[src/rtl/reg_fault_supervisor.sv]
module reg_fault_supervisor #(
  parameter int CLK_MHZ  = 200,
  parameter int UV_NS    = 2000,
  parameter int FBS_NS   = 14000,
  parameter int OV_TICKS = 16
) (
  input  logic clk,
  input  logic rst_n,
  input  logic en,
  input  logic sw_tick,
  input  logic uv_flag,
  input  logic ov_flag,
  input  logic fb_near_gnd,
  input  logic vout_gt_1v,
  input  logic vout_lt_0v5,
  input  logic vout_gt_0v8,
  input  logic hs_fault,
  input  logic oc_fault,
  input  logic ss_low,
  input  logic ss_done,
  input  logic fb_in_win,
  input  logic vtt_ok,
  input  logic pwm_ldrv,
  output logic ldrv,
  output logic dis_load,
  output logic pgood,
  output logic fault
);
  localparam int UV_CYC  = CLK_MHZ * UV_NS / 1000;
  localparam int FBS_CYC = CLK_MHZ * FBS_NS / 1000 + 1;
  localparam int UV_W    = $clog2(UV_CYC + 1);
  localparam int FBS_W   = $clog2(FBS_CYC + 1);
  localparam int OV_W    = $clog2(OV_TICKS + 1);

  logic [UV_W-1:0]  uv_cnt;
  logic [FBS_W-1:0] fbs_cnt;
  logic [OV_W-1:0]  ov_cnt;
  logic             pull;

  wire uv_cond  = en & uv_flag & ~ss_low;
  wire fbs_cond = en & vout_gt_1v & fb_near_gnd & ~ss_done;
  wire ov_cond  = en & ov_flag;

  wire uv_trip  = uv_cond  && (uv_cnt  == UV_W'(UV_CYC - 1));
  wire fbs_trip = fbs_cond && (fbs_cnt == FBS_W'(FBS_CYC - 1));
  wire ov_trip  = ov_cond && sw_tick && (ov_cnt == OV_W'(OV_TICKS - 1));
  wire set_req  = uv_trip | fbs_trip | ov_trip | (en & (hs_fault | oc_fault));

  always_ff @(posedge clk or negedge rst_n) begin
    if (!rst_n) begin
      uv_cnt  <= '0;
      fbs_cnt <= '0;
      ov_cnt  <= '0;
    end else begin
      if (!uv_cond) uv_cnt <= '0;
      else if (uv_cnt != UV_W'(UV_CYC - 1)) uv_cnt <= uv_cnt + 1'b1;
      if (!fbs_cond) fbs_cnt <= '0;
      else if (fbs_cnt != FBS_W'(FBS_CYC - 1)) fbs_cnt <= fbs_cnt + 1'b1;
      if (!ov_cond) ov_cnt <= '0;
      else if (sw_tick && ov_cnt != OV_W'(OV_TICKS - 1)) ov_cnt <= ov_cnt + 1'b1;
    end
  end

  always_ff @(posedge clk or negedge rst_n) begin
    if (!rst_n) begin
      fault <= 1'b0;
      pull  <= 1'b1;
    end else begin
      if (!en) fault <= 1'b0;
      else if (set_req) fault <= 1'b1;
      if (!fault) pull <= 1'b1;
      else if (pull && vout_lt_0v5) pull <= 1'b0;
      else if (!pull && vout_gt_0v8) pull <= 1'b1;
    end
  end

  assign ldrv     = fault ? pull : pwm_ldrv;
  assign dis_load = fault | ~en;
  assign pgood    = ss_done & fb_in_win & vtt_ok & ~fault;

  a_r5_sticky: assert property (@(posedge clk) disable iff (!rst_n)
    (fault && en) |=> fault);
  a_r8_enable_clears: assert property (@(posedge clk) disable iff (!rst_n)
    !en |=> !fault);
  a_r6_hold_pull: assert property (@(posedge clk) disable iff (!rst_n)
    (fault && en && ldrv && !vout_lt_0v5) |=> ldrv);
  a_r6_hold_rest: assert property (@(posedge clk) disable iff (!rst_n)
    (fault && en && !ldrv && !vout_gt_0v8) |=> !ldrv);
  a_r2_uv_masked: assert property (@(posedge clk) disable iff (!rst_n)
    (!fault && en && ss_low && !ov_flag && !hs_fault && !oc_fault && !vout_gt_1v) |=> !fault);
endmodule

[config.mk]
export PLATFORM = sky130hd
export DESIGN_NAME = reg_fault_supervisor
export DESIGN_NICKNAME = d
export VERILOG_FILES = /design/src/rtl/reg_fault_supervisor.sv
export SDC_FILE = /design/constraint.sdc
export NUM_CORES = 1
export LEC_CHECK = 0
export BUFFER_PORTS_ARGS = -buffer_cell sky130_fd_sc_hd__buf_2
export CAP_MARGIN = 20
export CORE_ASPECT_RATIO = 0.6
export CORE_UTILIZATION = 25
export DETAILED_ROUTE_END_ITERATION = 6
export GPL_TIMING_DRIVEN = 0
export PLACE_DENSITY = 0.47
export SLEW_MARGIN = 20
export SYNTH_ARGS = -nofsm -noshare
export SYNTH_HDL_FRONTEND = slang
export SYNTH_SLANG_ARGS = --single-unit
[constraint.sdc]
create_clock -name clk -period 2.3 [get_ports clk]
set_input_delay 0.46 -clock clk [delete_from_list [all_inputs] [get_ports clk]]
set_output_delay 0.46 -clock clk [all_outputs]
set_load 0.02 [all_outputs]
Word level (Yosys, flattened, before mapping)
Index checks and enable logic that the tools add are counted.
Word-level totals
  flip-flop bits (word level): 28
  bits of input ports: 17
  output and inout port bits: 4
  word-level logic and storage cells: 58
Cells by class
  $add $sub $neg: 3
  eq/ne operators: 11
  muxes and demuxes: 12
  bitwise gates (word level): 19
  reductions and logical operators: 8
Operator list (count)
  $mux 12: 2
  $mux 9: 2
  $add 12x1->12 const B: 1
  $eq 12x12->1 const B: 1
  $ne 12x12->1 const B: 1
  $and 1x1->1: 10
  $mux 5: 2
  $add 9x1->9 const B: 1
  $eq 9x9->1 const B: 1
  $ne 9x9->1 const B: 1
  $ne 2x1->1 const B: 4
  $logic_and 1x1->1: 7
  $mux 1: 6
  $add 5x1->5 const B: 1
  $eq 5x4->1 const B: 1
  $ne 5x4->1 const B: 1
  $or 1x1->1: 5
  $not 1->1: 4
  $ne 3x1->1 const B: 1
  $logic_not 1->1: 1

Longest topological paths before layout
Gate-level depths: netlist of run 1.
  word-level depth: 9
  gate-level depth with buffers: 6
  gate-level depth less buffers: 6

Least setup slack after synthesis of run 1
OpenSTA, ideal clock, no wires.
  path kind: register to register
  start: register ov_cnt[0]
  end: register ov_cnt[3]
  setup time: 78 ps
  arrival time: 1575 ps
  required time: 2222 ps
  setup slack: 648 ps
  cell stages (with the launch flop): 7
  path buffers: 0
  period minus slack after synthesis: 1652 ps
  path through: dfrtp_1 ha_1 and3_1 ha_1 nand2b_1 or3_1 a21oi_1
Between the ends
  word-level cells in the longest chain between the ends: 3
  elaborated cells on any way between the ends: 6
  classes of those cells: 1 x add/sub; 2 x eq/ne; 2 x mux; 1 x reduce/logical
Ends and longest elaborated chain
  start: declaration: line 37  | logic [OV_W-1:0] ov_cnt;
  start signal: assignment: line 60  | else if (sw_tick && ov_cnt != OV_W'(OV_TICKS - 1)) ov_cnt <= ov_cnt + 1'b1;
  $add 5x1->5 / $ne 5x4->1 (equally long branches): line 60
  $mux 5 / $logic_and 1x1->1 (equally long branches): line 60
  $mux 5 / $ne 2x1->1 (equally long branches)
Several ways; a longest one is shown, not always the timed one. The select of a mux whose other input is x is not followed.
A chain may end at the register's enable or synchronous reset.

Worst setup path in the final report of run 1
Same ends and word-level chain as after synthesis.

==> impl_metrics.py, run 1 <==
metrics = {
    "run_status": {
        "status": "complete, no violations",
    },
    "timing": {
        "max_slew_margin_pct": 55.41,
        "period_share_pct": 77.25,
        "tns_ns": 0,
        "layout_setup_ws_ns": 0.5232,
        "clock.fmax_ghz": 0.5628,
        "timing.final.crit_period_ns": 1.777,
        "fin_skew_ns": 0.007800,
        "worst_slew_pin_slew_ns": 0.6689,
        "finalHoldViolCount": 0,
        "finalSetupViolations": 0,
        "slew_violations": 0,
        "rsz0062_at_grt": "false",
    },
    "yosys": {
        "ys.flop_type": "dfrtp_1",
        "ys_types": 39,
        "synthesis.area_um2": 1516,
        "ys_ff_latch": 28,
        "yosys.area.top_type": "dfrtp_1",
        "yosysWarnings": 0,
        "syn_nets": 180,
        "seq_area_frac_synth_pct": 46.29,
        "synth_edf_count": 0,
        "synth-async-reset-ratio_pct": 100.0,
        "synth_top_area_share_pct": 44.55,
        "synthCells": 158,
        "synth_area_leaders": "dfrtp_1, a21oi_1, ha_1",
        "avgSynthCellArea_um2": 9.598,
    },
    "pwr": {
        "leakagePower_nw": 0.7111,
        "powerDensity_nw_per_um2": 541.3,
        "ir_drop_uv": 262.3,
    },
    "placed_design": {
        "place.gp.congestion": 0.7467,
        "numPortBuffers": 20,
        "hpwl_um": 2422,
        "dp.cells": 258,
        "pre_cts_ws_ns": 0.5236,
    },
    "clock_network": {
        "tritoncts": "done",
        "cts_root_buf": "clkbuf_8",
        "cts_resized": 0,
        "htreeDepth": 1,
        "postCtsSetupRepairBufs": 0,
        "clkSlewWorstSetupHoldPaths_ns": 0.11,
        "cts.sinks": 28,
        "insertion_delay_ns": 0.28,
        "ctsHoldBuffers": 0,
        "cts_buffer_depth": 2,
        "numCtsBuffers": 3,
    },
    "detailed_routing": {
        "routed_wl_um": 3292,
        "drt-pass1-iter-count": 4,
        "num_vias": 1246,
        "wl_per_cell_um": 12.56,
        "drt_iter0_markers": 49,
        "via_per_inst": 4.756,
        "ant_nets": 0,
        "drcViolationCount": 0,
    },
    "die": {
        "die_area_um2": 6392,
        "rows": 21,
        "die-width_um": 102.5,
        "start_util_pct": 26.60,
        "die_height_um": 62.33,
        "pin_count": 21,
        "coreArea_um2": 5702,
    },
    "global_route": {
        "grt_max_degree": 29,
        "top_usage_layer": "met1",
        "antenna_found_initial": 0,
        "grt_pass1_vias": 1089,
        "grt_use_met1_pct": 17.21,
        "grt_pass1_wl_um": 5299,
        "grt_usage_pct": 10.84,
        "grt_use_met2_pct": 14.17,
        "grt.overflow.total": 0,
        "met3_usage_pct": 3.378,
    },
    "final_layout": {
        "fin_nets": 205,
        "layout_commonest_cell": "dfrtp_1",
        "areaGrowthSynthToFinish_pct": 17.90,
        "multi_input_area_um2": 768.2,
        "seq_area_um2": 701.9,
        "most-common-layout-cells": "dfrtp_1, buf_2, a21oi_1",
        "num_antenna_cells": 0,
        "fillers": 608,
        "final_layout_size_suffix_gt1_share_pct": 19.23,
        "stdcell_count": 262,
    },
    "setup_path": {
        "startpoint_type": "register",
        "worstPathRequired_ns": 2.52,
        "crit_arrival_ns": 2.00,
        "crit_type": "register to register",
        "endpoint_kind": "register",
        "path_max_fanout": 4,
    },
    "flow_run": {
        "maxCapViolCount": 0,
    },
    "min_path": {
        "hold_path.class": "primary input to asynchronous set/reset pin",
    },
}
[metrics by stage]
| stage | util (%) | hold slack (ns) | instance area [µm²] | power (W) |
|---|---|---|---|---|
| 2_1_floorplan | - | 0.1644 | 1516 | 0.0005409 |
| 3_3_place_gp | 30.11 | 0.4894 | 1717 | 0.0005774 |
| 3_5_place_dp | 30.11 | 0.4920 | 1717 | 0.0005779 |
| 4_1_cts | 31.36 | 0.2159 | 1788 | 0.0009878 |
| 5_1_grt | 31.36 | 0.2356 | 1788 | 0.001008 |
| 6_report | 31.36 | 0.1946 | 1788 | 0.0009679 |
[flip-flops by register name, summed over array words and instances (netlist names)]
name and cells:
fbs_cnt 12, ov_cnt 5, fault 1, pull 1, uv_cnt 9
[cell type report]
cell class	count	share of cell area (%)
buffer	2	0.4899
inverter	10	2.099
multi-input combinational	118	42.97
timing repair buffer	20	5.598
sequential	28	39.26
clock buffer	3	2.309
tap	80	5.598
clock inverter	1	1.680
[Yosys cell counts, types with 3 or more instances]
cell	number
nand2_1	12
nand3_1	7
inv_1	10
o31ai_1	3
a21oi_1	15
dfrtp_1	27
nand4_1	7
o21ai_0	11
mux2_2	3
nor3_1	3
ha_1	5
or3_1	9
nor2_1	8
nand2b_1	4
[report_power, final]
group          leakage, nW  internal (W)   total, W  switching, W
clock               0.0357      0.000233   0.000401      0.000168
combinational        0.291     0.0000244  0.0000623     0.0000378
sequential           0.384      0.000498   0.000504    0.00000577
[metal layers]
layer,vias up,share of wire [%],wire length [µm]
met3,2,5.9,193
met4,0,0.36,12
met5,-,0,0
met1,581,58,1907
li1,638,-,-
met2,25,36,1179
[kinds of logic (layout without fill, tap and decap cells)]
logic type	Yosys count	count (layout)	share of synthesized area, %
compound gates	35	35	13.61
mux	5	5	3.548
xor+xnor	4	4	2.311
simple gates	69	69	27.06
buf+inv	12	36	3.053
fa+ha+maj	5	5	4.125
flops	28	28	46.29
[worst max-delay path: stages (launching register included)]
cell and delay [ns]:
dfrtp_1 0.42, ha_1 0.22, and3_1 0.18, ha_1 0.22, nand2b_1 0.18, or3_1 0.35, a21oi_1 0.14
[worst paths after layout]
kind / start / to / slack [ns] / depth (start not counted)
worst max-delay path: ov_cnt[0]$_DFFE_PN0P_ / ov_cnt[3]$_DFFE_PN0P_ / 0.52 / 6
worst min-delay path: rst_n / uv_cnt[6]$_DFFE_PN0P_ / 0.19 / 1
worst max register to register: ov_cnt[0]$_DFFE_PN0P_ / ov_cnt[3]$_DFFE_PN0P_ / 0.52 / 6
worst min register to register: fault$_DFFE_PN0P_ / pull$_DFFE_PN1P_ / 0.50 / 1
max in group asynchronous: rst_n / fbs_cnt[4]$_DFFE_PN0P_ / 1.66 / 1
min in group clk: vout_lt_0v5 / pull$_DFFE_PN1P_ / 0.40 / 4
No activity file was read; power rests on OpenSTA's default activity.
==> run 2: changes to the inputs <==
ABC_AREA = 1   (was unset)
clock period = 1.8 ns   (was 2.3 ns; I/O delays follow)
==> run 2 against run 1 <==
Compared with the run above: via count grew 3.1%; critical path depth grew 4; maximum frequency up 9.0%; setup slack got worse by 0.35 ns; worst hold slack got worse by 0.10 ns; clock-buffer cell count increased by 1; global-route usage up 0.52 points; cell count increased by 16%; design area about the same; synthesized cell count rose by 27%; clock power is 3% higher; non-clock buffer count shrank 1; largest power group unchanged.
==> impl_metrics.py, run 2 <==
metrics = {
    "yosys": {
        "synth_edf_count": 0,
        "ys.flop_type": "dfrtp_1",
        "avgSynthCellArea_um2": 7.607,
        "synth-async-reset-ratio_pct": 100.0,
        "ys_types": 24,
        "seq_area_frac_synth_pct": 45.91,
        "ys_top_cells_by_count": "nand2_1, inv_1, dfrtp_1, nor2_1, nand3_1",
        "yosysWarnings": 0,
        "synthesis.area_um2": 1529,
        "yosysMostFrequentCell": "nand2_1",
        "syn_nets": 223,
        "synth_area_leaders": "dfrtp_1, nand2_1, inv_1",
        "synth_top_area_share_pct": 44.19,
        "synthCells": 201,
        "yosys.area.top_type": "dfrtp_1",
        "ys_ff_latch": 28,
    },
    "timing": {
        "timing.final.crit_period_ns": 1.630,
        "fin_skew_ns": 0.004491,
        "clock.fmax_ghz": 0.6136,
        "period_share_pct": 90.55,
        "max_slew_margin_pct": 55.67,
        "finalSetupViolations": 0,
        "finalHoldViolCount": 0,
        "slew_violations": 0,
        "worst_slew_pin_slew_ns": 0.6650,
        "layout_setup_ws_ns": 0.1702,
    },
    "setup_path": {
        "crit_type": "register to register",
        "endpoint_kind": "register",
        "crit_arrival_ns": 1.81,
        "path_max_fanout": 5,
        "startpoint_type": "register",
        "worstPathRequired_ns": 1.98,
    },
    "detailed_routing": {
        "wl_per_cell_um": 10.46,
        "drcViolationCount": 0,
        "drt_iter0_markers": 88,
        "ant_nets": 0,
        "drt-pass1-iter-count": 5,
        "num_vias": 1285,
        "routed_wl_um": 3191,
        "via_per_inst": 4.213,
    },
    "pwr": {
        "total_power_w": 0.001139,
        "powerDensity_nw_per_um2": 637.6,
        "ir_drop_uv": 305.6,
        "leakagePower_nw": 0.8280,
    },
    "final_layout": {
        "top_register": "fbs_cnt",
        "largest_reg_flops": 12,
        "layout_commonest_cell": "nand2_1",
        "num_antenna_cells": 0,
        "fin_nets": 248,
        "final_layout_size_suffix_gt1_share_pct": 15.56,
        "largestRegisters": "fbs_cnt: 12 flops, uv_cnt: 9 flops, ov_cnt: 5 flops",
        "stdcell_count": 305,
        "areaGrowthSynthToFinish_pct": 16.86,
        "most-common-layout-cells": "nand2_1, inv_1, dfrtp_1",
        "fin_util_pct": 31.19,
    },
    "clock_network": {
        "clkSlewWorstSetupHoldPaths_ns": 0.10,
        "cts_buffer_depth": 2,
        "postCtsSetupRepairBufs": 0,
        "cts.sinks": 28,
        "insertion_delay_ns": 0.28,
        "ctsHoldBuffers": 0,
        "numCtsBuffers": 3,
        "cts_root_buf": "clkbuf_8",
        "tritoncts": "done",
        "htreeDepth": 1,
    },
    "global_route": {
        "antenna_found_initial": 0,
        "grt_pass1_vias": 1146,
        "grt_max_degree": 29,
        "grt_usage_pct": 11.36,
        "grt.overflow.total": 0,
        "grt_pass1_wl_um": 5506,
    },
    "placed_design": {
        "pre_cts_ws_ns": 0.1176,
        "place.gp.congestion": 0.7307,
        "hpwl_um": 2404,
        "dp.cells": 301,
        "numPortBuffers": 20,
    },
    "die": {
        "rows": 21,
        "die-width_um": 103.0,
        "die_height_um": 62.58,
        "pin_count": 21,
        "coreArea_um2": 5728,
        "die_area_um2": 6443,
        "start_util_pct": 26.69,
    },
    "run_status": {
        "status": "complete, no violations",
    },
    "min_path": {
        "hold_path.class": "primary input to asynchronous set/reset pin",
    },
    "flow_run": {
        "maxCapViolCount": 0,
    },
}
==> run 2: changes by cell type after synthesis, moves of 5 or more <==
cell / before / now
nand2_1: 12 / 44
inv_1: 10 / 33
nor2_1: 8 / 24
nand3_1: 7 / 16
or3_1: 9 / 0
nand4_1: 7 / 2
nor3_1: 3 / 8
==> run 2: final timing paths <==
kind | startpoint | endpoint | slack, ns | cells past startpoint
worst max register to register | ov_cnt[0]$_DFFE_PN0P_ | ov_cnt[3]$_DFFE_PN0P_ | 0.17 | 10
max in group asynchronous | rst_n | fbs_cnt[2]$_DFFE_PN0P_ | 1.28 | 1
min in group clk | vout_lt_0v5 | pull$_DFFE_PN1P_ | 0.20 | 2
worst min-delay path | rst_n | uv_cnt[5]$_DFFE_PN0P_ | 0.09 | 1
worst min register to register | uv_cnt[1]$_DFFE_PN0P_ | uv_cnt[1]$_DFFE_PN0P_ | 0.51 | 2
worst max-delay path | ov_cnt[0]$_DFFE_PN0P_ | ov_cnt[3]$_DFFE_PN0P_ | 0.17 | 10
==> run 2: kinds of logic (layout without fill, tap and decap cells) <==
logic type | count (synthesis) | in the layout | share of synthesized area (%)
AND/OR/NAND/NOR | 104 | 104 | 30.69
AO/OA/AOI/OAI | 29 | 29 | 9.902
XOR/XNOR | 1 | 1 | 0.5729
flip-flops | 28 | 28 | 45.91
adder cells (fa/ha/maj) | 5 | 5 | 4.092
buffers and inverters | 34 | 58 | 8.838
==> run 2: repair_timing <==
action / in CTS / in global routing
resized for setup: 0 / 1
setup endpoints to repair: 0 / 2
endpoints found under the hold margin: 0 / 0
==> run 2: routing by layer <==
metal | vias to the layer above | part of all wire [%] | GRT usage (%)
met2 | 24 | 35 | 13.83
met5 | - | 0 | 0
li1 | 689 | - | -
met3 | 4 | 5.2 | 3.803
met4 | 0 | 1.0 | 3.169
met1 | 568 | 59 | 18.16
==> run 2: layout make-up <==
cell class	instances	area [µm²]
buffer	1	11.26
clock buffer	4	55.05
fill	665	3941
inverter	33	123.9
multi-input combinational	139	694.4
sequential	28	701.9
tap	80	100.1
timing repair buffer	20	100.1
==> run 2: power breakdown <==
part	internal, W	switching [W]	leakage, nW
Sequential	0.000636	0.00000523	0.385
Combinational	0.0000298	0.0000536	0.415
Clock	0.000197	0.000218	0.0288
==> run 2: through the flow <==
step | TNS [ns] | hold WS (ns) | cell area (µm²)
5_1_grt | -0.001653 | 0.1513 | 1787
6_report | 0 | 0.09485 | 1787
3_5_place_dp | 0 | 0.4478 | 1729
2_1_floorplan | 0 | 0.06441 | 1529
3_3_place_gp | 0 | 0.4456 | 1729
4_1_cts | 0 | 0.1304 | 1784
==> run 2: critical path, cell delays in order (launching register included) <==
cell	delay [ns]
dfrtp_1	0.40
ha_1	0.21
nand2_1	0.08
nor2_1	0.04
ha_1	0.19
nor2_2	0.19
inv_1	0.08
nand2_1	0.14
nand3_1	0.09
nand2_1	0.07
nor2_1	0.04
